<file path="config.mk">
export PLATFORM = sky130hd
export DESIGN_NAME = xmem_ce_ctrl
export DESIGN_NICKNAME = d
export VERILOG_FILES = /design/src/rtl/xmem_pkg.sv /design/src/rtl/xmem_region_decode.sv /design/src/rtl/xmem_wp_check.sv /design/src/rtl/xmem_wp_reg.sv /design/src/rtl/xmem_ce_ctrl.sv
export SDC_FILE = /design/constraint.sdc
export NUM_CORES = 1
export LEC_CHECK = 0
export ABC_AREA = 1
export CAP_MARGIN = 20
export CORE_ASPECT_RATIO = 0.75
export CORE_MARGIN = 2
export CORE_UTILIZATION = 42
export DETAILED_ROUTE_END_ITERATION = 7
export HOLD_SLACK_MARGIN = 0.1
export PLACE_DENSITY = 0.94
export SYNTH_ARGS = -nofsm -noshare
export SYNTH_HDL_FRONTEND = slang
export SYNTH_SLANG_ARGS = --single-unit
</file>
<file path="constraint.sdc">
create_clock -name clk -period 3.45 [get_ports clk]
set_input_delay 0.69 -clock clk [delete_from_list [all_inputs] [get_ports clk]]
set_output_delay 0.69 -clock clk [all_outputs]
set_load 0.01 [all_outputs]
</file>
<file path="src/rtl/xmem_pkg.sv">
package xmem_pkg;

    typedef enum logic [1:0] {
        KIND_FETCH = 2'b00,
        KIND_DRD   = 2'b01,
        KIND_DWR   = 2'b10,
        KIND_NONE  = 2'b11
    } acc_kind_t;

    typedef enum logic [1:0] {
        ST_IDLE   = 2'b00,
        ST_STROBE = 2'b01,
        ST_BLOCK  = 2'b10
    } xm_state_t;

    typedef struct packed {
        logic rd;
        logic wr;
        logic ps;
    } strobe_t;

endpackage

</file>
<file path="src/rtl/xmem_region_decode.sv">
module xmem_region_decode
    import xmem_pkg::*;
#(
    parameter int REG_W = 3,
    localparam int CE_N = 1 << REG_W,
    localparam int HALF = CE_N / 2
) (
    input  logic             active,
    input  acc_kind_t        kind,
    input  logic [REG_W-1:0] region,
    input  logic [CE_N-1:0]  comb,
    output logic [CE_N-1:0]  ce_vec,
    output logic [HALF-1:0]  pce_vec,
    output strobe_t          stb
);

    logic is_data;
    logic is_fetch;
    logic reg_comb;

    assign is_data  = (kind == KIND_DRD) || (kind == KIND_DWR);
    assign is_fetch = (kind == KIND_FETCH);
    assign reg_comb = comb[region];

    for (genvar g = 0; g < CE_N; g++) begin : g_ce
        logic hit;
        assign hit = active && (region == REG_W'(g));
        assign ce_vec[g] = hit && (is_fetch || (is_data && comb[g]));
        if (g >= HALF) begin : g_pce
            assign pce_vec[g-HALF] = hit && is_data && !comb[g];
        end
    end

    always_comb begin
        stb = '0;
        if (active) begin
            unique case (kind)
                KIND_FETCH: stb.ps = 1'b1;
                KIND_DRD: begin
                    if (reg_comb) stb.ps = 1'b1;
                    else          stb.rd = 1'b1;
                end
                KIND_DWR:  stb.wr = 1'b1;
                KIND_NONE: stb = '0;
            endcase
        end
    end

endmodule

</file>
<file path="src/rtl/xmem_wp_check.sv">
module xmem_wp_check #(
    parameter int REG_W   = 3,
    parameter int OFF_W   = 19,
    parameter int STEP_W  = 11,
    parameter int RANGE_W = 3,
    localparam int HALF   = (1 << REG_W) / 2,
    localparam int CFG_W  = HALF + RANGE_W
) (
    input  logic             is_write,
    input  logic [REG_W-1:0] region,
    input  logic [OFF_W-1:0] offset,
    input  logic [CFG_W-1:0] cfg,
    output logic             viol
);

    logic [HALF-1:0]    en;
    logic [RANGE_W-1:0] code;
    logic [OFF_W-1:0]   limit;
    logic               low_region;

    assign en         = cfg[HALF-1:0];
    assign code       = cfg[CFG_W-1:HALF];
    assign limit      = OFF_W'({1'b0, code} + (RANGE_W+1)'(1)) << STEP_W;
    assign low_region = !region[REG_W-1];

    assign viol = is_write && low_region && en[region[REG_W-2:0]] && (offset < limit);

endmodule

</file>
<file path="src/rtl/xmem_wp_reg.sv">
module xmem_wp_reg #(
    parameter int WPR_W = 8
) (
    input  logic             clk,
    input  logic             rst_n,
    input  logic             we,
    input  logic [WPR_W-1:0] wdata,
    input  logic             viol,
    output logic [WPR_W-1:0] q
);

    always_ff @(posedge clk or negedge rst_n) begin
        if (!rst_n) begin
            q <= '0;
        end else begin
            if (we) q[WPR_W-2:0] <= wdata[WPR_W-2:0];
            q[WPR_W-1] <= viol || (q[WPR_W-1] && !(we && !wdata[WPR_W-1]));
        end
    end

endmodule

</file>
<file path="src/rtl/xmem_ce_ctrl.sv">
module xmem_ce_ctrl
    import xmem_pkg::*;
#(
    parameter int ADDR_W       = 22,
    parameter int REGION_SHIFT = 19,
    parameter int STEP_W       = 11,
    parameter int RANGE_W      = 3,
    localparam int REG_W = ADDR_W - REGION_SHIFT,
    localparam int CE_N  = 1 << REG_W,
    localparam int HALF  = CE_N / 2,
    localparam int WPR_W = HALF + RANGE_W + 1
) (
    input  logic              clk,
    input  logic              rst_n,
    input  logic              req_valid,
    input  logic [1:0]        req_kind,
    input  logic [ADDR_W-1:0] req_addr,
    input  logic [HALF-1:0]   comb_hi_nib,
    input  logic [HALF-1:0]   comb_lo_nib,
    input  logic              wp_we,
    input  logic [WPR_W-1:0]  wp_wdata,
    input  logic              wp_irq_en,
    output logic [CE_N-1:0]   ce_n,
    output logic [HALF-1:0]   pce_n,
    output logic              rd_n,
    output logic              wr_n,
    output logic              psen_n,
    output logic              wr_blocked,
    output logic [WPR_W-1:0]  wp_reg,
    output logic              irq
);

    acc_kind_t         kind;
    logic [REG_W-1:0]  region;
    logic [REGION_SHIFT-1:0] offset;
    logic              active;
    logic              viol;
    logic [CE_N-1:0]   ce_vec;
    logic [HALF-1:0]   pce_vec;
    strobe_t           stb;

    xm_state_t         state, state_nx;
    logic [CE_N-1:0]   ce_q;
    logic [HALF-1:0]   pce_q;
    strobe_t           stb_q;

    assign kind   = acc_kind_t'(req_kind);
    assign region = req_addr[ADDR_W-1:REGION_SHIFT];
    assign offset = req_addr[REGION_SHIFT-1:0];
    assign active = req_valid && (kind != KIND_NONE);

    xmem_region_decode #(.REG_W(REG_W)) u_dec (
        .active  (active),
        .kind    (kind),
        .region  (region),
        .comb    ({comb_hi_nib, comb_lo_nib}),
        .ce_vec  (ce_vec),
        .pce_vec (pce_vec),
        .stb     (stb)
    );

    xmem_wp_check #(
        .REG_W   (REG_W),
        .OFF_W   (REGION_SHIFT),
        .STEP_W  (STEP_W),
        .RANGE_W (RANGE_W)
    ) u_chk (
        .is_write (active && (kind == KIND_DWR)),
        .region   (region),
        .offset   (offset),
        .cfg      (wp_reg[WPR_W-2:0]),
        .viol     (viol)
    );

    xmem_wp_reg #(.WPR_W(WPR_W)) u_wpr (
        .clk   (clk),
        .rst_n (rst_n),
        .we    (wp_we),
        .wdata (wp_wdata),
        .viol  (viol),
        .q     (wp_reg)
    );

    // next state: the same three transitions are open from every state
    always_comb begin
        state_nx = ST_IDLE;
        unique case (state)
            ST_IDLE, ST_STROBE, ST_BLOCK: begin
                if (viol)        state_nx = ST_BLOCK;
                else if (active) state_nx = ST_STROBE;
                else             state_nx = ST_IDLE;
            end
            default: state_nx = ST_IDLE;
        endcase
    end

    always_ff @(posedge clk or negedge rst_n) begin
        if (!rst_n) begin
            state <= ST_IDLE;
            ce_q  <= '0;
            pce_q <= '0;
            stb_q <= '0;
        end else begin
            state <= state_nx;
            ce_q  <= ce_vec;
            pce_q <= pce_vec;
            stb_q <= stb;
        end
    end

    always_comb begin
        ce_n       = '1;
        pce_n      = '1;
        rd_n       = 1'b1;
        wr_n       = 1'b1;
        psen_n     = 1'b1;
        wr_blocked = 1'b0;
        unique case (state)
            ST_IDLE: ;
            ST_STROBE: begin
                ce_n   = ~ce_q;
                pce_n  = ~pce_q;
                rd_n   = ~stb_q.rd;
                wr_n   = ~stb_q.wr;
                psen_n = ~stb_q.ps;
            end
            ST_BLOCK: wr_blocked = 1'b1;
            default: ;
        endcase
    end

    assign irq = wp_reg[WPR_W-1] && wp_irq_en;

endmodule

</file>
==> flow_metrics.py, run 1 <==
metrics = {
    "route": {
        "dr.first_iter.drc_count": 98,
        "routed_wl_mm": 2.92,
        "dr.pass1.iters": 4,
        "route.detailed.drc": 0,
        "vias": 1319,
        "drtAntennaViolNets": 0,
        "wl_per_cell_um": 10.7,
        "routed_via_density": 4.83,
    },
    "global_route": {
        "grt_pass1_wl_mm": 5.04,
        "grt_max_degree": 26,
        "overflow": 0,
        "grt_usage": 0.175,
        "grt_pass1_vias": 1202,
        "antenna_found_initial": 0,
    },
    "critical_path": {
        "cp-start-kind": "register",
        "worstPathMaxFanout": 15,
        "worstPathArrival_ns": 1.77,
        "path_class": "reg2out",
        "cp.required_ns": 2.76,
        "reg2reg_depth": 11,
        "endpoint_kind": "output pin",
    },
    "final_layout": {
        "diodes": 0,
        "stdcell_area_um2": 2010,
        "area.sequential_um2": 626,
        "layout_commonest_cell": "nand2_1",
        "drive_gt1_frac": 0.0553,
        "nNetsFinal": 289,
        "multi_input_area_um2": 613,
        "area_growth_pct": 48.2,
        "nFillCells": 259,
        "final_cell_mix": "nand2_1 (70), clkdlybuf4s50_1 (58), dfrtp_1 (25), inv_1 (19), nor2_1 (11)",
    },
    "sta": {
        "maxSlewHeadroom": 0.618,
        "report.final.slew_viol_count": 0,
        "setup-violations-final": 0,
        "worst_slew_pin_slew_ns": 0.572,
        "period_needed_ns": 2.46,
        "fin_crit_sh": 0.712,
        "fin_skew_ns": 0.000502,
        "setup-tns-final_ns": 0,
        "fmax_ghz": 0.407,
        "rsz0062_at_grt": "no",
        "hold_violations": 0,
    },
    "yosys": {
        "synth_top_area_share": 0.462,
        "yosysTopAreaCell": "dfrtp_1",
        "avgSynthCellArea_um2": 7.61,
        "synth_cells": 178,
        "synth_cell_types": 19,
        "synth-edff-count": 0,
        "yosysWarnings": 0,
        "syn-num-nets": 231,
        "synthTopCellsByArea": "dfrtp_1 (46%), nand2_1 (19%), ha_1 (7.4%)",
        "synth-seq-area-share": 0.462,
        "ys_async_sr_fraction": 1.00,
        "netlist_area_um2": 1350,
        "synth_ff_type": "dfrtp_1",
        "ys_seq_elements": 25,
    },
    "clock_network": {
        "clock-root-buffer": "clkbuf_8",
        "post_cts_buffers": 0,
        "ctsResizeCount": 0,
        "cts_hold_buf": 0,
        "cts_sinks": 25,
        "path_clk_slew_ns": 0.08,
        "clk_latency_ns": 0.26,
        "clk_path_buf_depth": 2,
        "cts-htree-levels": 1,
        "tritoncts": "done",
        "numCtsBuffers": 3,
    },
    "die": {
        "die_w_um": 69.6,
        "start_util": 0.451,
        "die_h_um": 53.2,
        "dieArea_um2": 3700,
        "io_pins": 70,
        "coreArea_um2": 3000,
        "rows": 17,
    },
    "place": {
        "placed_area_um2": 1950,
        "place_hpwl_mm": 2.30,
        "port_buffers": 58,
        "place_congestion": 0.857,
    },
    "run_status": {
        "status": "finished, final reports clean",
    },
    "job": {
        "timing.max_cap.violations": 0,
    },
    "power": {
        "ir_worst_vdd_uv": 281,
        "cellLeakagePower_uw": 0.000984,
        "powerDensity_nw_per_um2": 311,
    },
    "hold_path": {
        "whs_path_depth": 2,
        "hold_path.class": "reg2reg",
    },
}
worst max-delay path, stage by stage (launching register included):
cell             delay (ns)
dfrtp_1                0.41
nor2_2                 0.48
nand2_1                0.11
clkdlybuf4s50_1        0.51
stage by stage:
stage               utilization  total power, uW  setup WS, ns  hold WS, ns  cells
floorplan                     -              384          1.89        0.394    178
global placement          0.649              456          1.01        0.498    268
detailed placement        0.649              459         0.993        0.500    268
CTS                       0.664              629         0.984        0.524    272
global route              0.669              658         0.827        0.544    273
finish                    0.669              623         0.995        0.518    273
cells in the mapped netlist (2+ instances only):
library cell   n
a21oi_1        8
buf_2          5
dfrtp_1       25
ha_1           8
inv_1         19
inv_2          2
nand2_1       70
nand2_2        2
nand3_1        8
nor2_1        11
nor2_2         4
nor3_1         4
nor4_1         4
o21ai_0        3
per-layer routing:
metal,track usage,up-vias,wire [um]
met1,0.192,580,1170
met3,0.0667,4,312
met4,0.0458,0,31
met5,0,-,0
met2,0.324,71,1410
li1,-,664,-
power breakdown:
part	leakage, uW	internal (uW)	switching, uW	total [uW]
combinational	0.000629	74.1	68.9	143
sequential	0.000333	304	8.40	312
clock	0.0000228	82.4	85.1	167
total	0.000984	460	162	623
final cells by class:
class | instances | share of cell area
repair buffers | 59 | 0.297
well taps | 38 | 0.0237
inverters | 21 | 0.0393
flip-flops and latches | 25 | 0.312
clock buffers | 4 | 0.0225
multi-input cells | 126 | 0.306
state kept, by name, summed over array words and instances, names as in the netlist:
signal,flops
ce_q,8
pce_q,4
state,2
u_wpr.q,8
stb_q,3
cell families after synthesis:
group	share of synthesized area
simple gates	0.323
buf+inv	0.0850
xor+xnor	0.00647
compound gates	0.0499
fa+ha+maj	0.0739
flops	0.462
final timing paths:
check | startpoint | slack [ns] | endpoint
worst min register to register | u_wpr.q[3]$_DFFE_PN0P_ | 0.52 | u_wpr.q[3]$_DFFE_PN0P_
max in group asynchronous | rst_n | 2.23 | state[1]$_DFF_PN0_
worst max-delay path | state[1]$_DFF_PN0_ | 0.99 | wr_n
worst min-delay path | u_wpr.q[3]$_DFFE_PN0P_ | 0.52 | u_wpr.q[3]$_DFFE_PN0P_
worst max register to register | u_wpr.q[4]$_DFFE_PN0P_ | 1.88 | state[0]$_DFF_PN0_
min in group asynchronous | rst_n | 0.75 | pce_q[1]$_DFF_PN0_
Note: power is estimated with default switching activity, not from simulation.
==> run 2: changes to the inputs <==
CORE_UTILIZATION = 39   (was 42)
PLACE_DENSITY = 0.89   (was 0.94)
clock period = 2.3 ns   (was 3.45 ns; I/O delays follow)
==> run 2 against run 1 <==
Effect of this change:
- critical path depth unchanged
- utilization fell by 6.2 points
- first-iteration DRC count decreased by 44%
- die area is 7.2% higher
- sequential share of layout area is 0.058 points lower
- combinational power up 49%
- sequential cell count unchanged
- design area rose by 0.19%
- critical path type unchanged
- critical endpoint is now ce_n[7]
==> flow_metrics.py, run 2 (synthesis gave the netlist of run 1 again) <==
metrics = {
    "clock_network": {
        "cts_sinks": 25,
        "numCtsBuffers": 3,
        "path_clk_slew_ns": 0.08,
        "cts_hold_buf": 0,
        "cts-htree-levels": 1,
        "clk_path_buf_depth": 2,
        "tritoncts": "done",
        "clk_latency_ns": 0.27,
        "clock-root-buffer": "clkbuf_8",
    },
    "hold_path": {
        "hold_path.class": "reg2reg",
        "hp-start": "u_wpr.q[3]$_DFFE_PN0P_",
        "whs_path_depth": 2,
        "hold_path_end": "u_wpr.q[3]$_DFFE_PN0P_",
    },
    "sta": {
        "hold_violations": 0,
        "maxSlewHeadroom": 0.688,
        "period_needed_ns": 2.05,
        "worst_slew_pin_slew_ns": 0.466,
        "rsz0062_at_grt": "no",
        "fin_skew_ns": 0.000586,
        "fin_crit_sh": 0.891,
        "setup-tns-final_ns": 0,
        "report.final.slew_viol_count": 0,
        "fmax_ghz": 0.488,
        "setup-violations-final": 0,
    },
    "global_route": {
        "grt_max_degree": 26,
        "grt_usage": 0.175,
        "grt_pass1_vias": 1243,
        "grt_pass1_wl_mm": 5.22,
        "overflow": 0,
        "antenna_found_initial": 0,
    },
    "die": {
        "io_pins": 70,
        "rows": 18,
        "die_w_um": 72.0,
        "dieArea_um2": 3960,
        "start_util": 0.409,
        "die_h_um": 55.0,
        "coreArea_um2": 3310,
    },
    "power": {
        "combPwrFrac": 0.226,
        "ir_worst_vdd_uv": 400,
        "power_uw": 943,
        "p_clk_frac": 0.276,
        "p_sw_frac": 0.270,
        "power.switching_uw": 255,
        "intPower_uw": 689,
        "cellLeakagePower_uw": 0.000982,
        "p_seq_frac": 0.498,
        "powerDensity_nw_per_um2": 469,
    },
    "route": {
        "dr.first_iter.drc_count": 55,
        "vias": 1291,
        "route.detailed.drc": 0,
        "dr.pass1.iters": 4,
        "routed_via_density": 4.69,
        "drtAntennaViolNets": 0,
        "routed_wl_mm": 3.10,
        "wl_per_cell_um": 11.3,
    },
    "critical_path": {
        "path_class": "reg2out",
        "reg2reg_from": "u_wpr.q[4]$_DFFE_PN0P_",
        "slowest_stage": "clkdlybuf4s50_1",
        "rrSetupSlack_ns": 0.74,
        "endpoint_kind": "output pin",
        "worstPathMaxFanout": 15,
        "reg2reg_depth": 11,
        "critical_path.top_delay_family": "buffers and inverters",
        "worstSetupPathDepth": 3,
        "crit_chain": "nor2_4 > nand2_1 > clkdlybuf4s50_1",
        "worstPathArrival_ns": 1.59,
        "slowest_delay_ns": 0.49,
        "cp-start-kind": "register",
        "cp.required_ns": 1.84,
        "timing.rr.end": "state[0]$_DFF_PN0_",
        "cp_num_buf_inv": 1,
    },
    "place": {
        "port_buffers": 58,
        "place_hpwl_mm": 2.48,
        "place_congestion": 0.765,
    },
    "final_layout": {
        "final_cell_mix": "nand2_1 (70), clkdlybuf4s50_1 (58), dfrtp_1 (25), inv_1 (19), nor2_1 (11)",
        "top_regs": "ce_q x8, u_wpr.q x8, pce_q x4",
        "layout_commonest_cell": "nand2_1",
        "nNetsFinal": 289,
        "area_growth_pct": 48.4,
        "drive_gt1_frac": 0.0596,
        "multi_input_area_um2": 618,
        "area.sequential_um2": 626,
        "nFillCells": 298,
        "diodes": 0,
    },
    "run_status": {
        "status": "finished, final reports clean",
    },
    "job": {
        "timing.max_cap.violations": 0,
    },
}
-- run 2: changes by cell type in the layout (fill, tap and decap cells not counted), sizes merged --
cell      delta
clkinvlp     +1
clkbuf       -1
-- run 2: cell type report --
| type | instances | share of cell area |
|---|---|---|
| Clock inverter | 1 | 0.00374 |
| Clock buffer | 3 | 0.0205 |
| Inverter | 21 | 0.0392 |
| Timing Repair Buffer | 59 | 0.293 |
| Sequential cell | 25 | 0.311 |
| Multi-Input combinational cell | 126 | 0.308 |
| Tap cell | 40 | 0.0249 |
-- run 2: metrics by stage --
| stage | setup slack (ns) | instances | util | area (um2) | hold WS [ns] |
|---|---|---|---|---|---|
| after global routing | 0.112 | 275 | 0.607 | 2010 | 0.548 |
| after CTS | 0.0556 | 275 | 0.605 | 2000 | 0.538 |
| after floorplan | 0.797 | 178 | - | 1350 | 0.164 |
| after global placement | 0.325 | 271 | 0.591 | 1960 | 0.492 |
| final | 0.250 | 275 | 0.607 | 2010 | 0.540 |
| after detailed placement | 0.302 | 271 | 0.591 | 1960 | 0.513 |
-- run 2: power by group through the flow --
stage | logic, uW | registers [uW] | clock network (uW)
final | 213 | 469 | 260
after global routing | 242 | 472 | 289
after CTS | 215 | 470 | 271
after detailed placement | 214 | 478 | 0
after global placement | 207 | 478 | 0
after floorplan | 95.3 | 481 | 0
-- run 2: worst max-delay path by stage --
| stage | startpoint | to | slack (ns) |
|---|---|---|---|
| 2_1_floorplan | u_wpr.q[4]$_DFFE_PN0P_ | state[0]$_DFF_PN0_ | 0.80 |
| 3_3_place_gp | wp_irq_en | irq | 0.33 |
| 3_5_place_dp | req_kind[0] | ce_q[0]$_DFF_PN0_ | 0.30 |
| 4_1_cts | state[1]$_DFF_PN0_ | ce_n[7] | 0.06 |
| 5_1_grt | state[1]$_DFF_PN0_ | ce_n[5] | 0.11 |
| 6_report | state[1]$_DFF_PN0_ | ce_n[7] | 0.25 |
-- run 2: what timing repair did --
action	CTS	global route
gates resized for setup	0	1
setup buffers	0	0
setup endpoints to repair	0	15
-- run 2: worst register-to-register path, cell delays in order (launching register included) --
cell and delay [ns]:
dfrtp_1 0.43, ha_1 0.23, xnor2_1 0.12, ha_1 0.18
nand2_1 0.06, nand2_1 0.05, inv_1 0.04, nand2_1 0.04
nor2_1 0.10, nand3_2 0.10, nand2_1 0.07, inv_1 0.03
-- run 2: metal layers --
layer / vias to the layer above / wire, um / GRT usage
met4: 0 / 0 / 0.0314
met5: - / 0 / 0
met3: 0 / 333 / 0.0707
met2: 58 / 1530 / 0.340
met1: 570 / 1240 / 0.187
li1: 663 / - / -
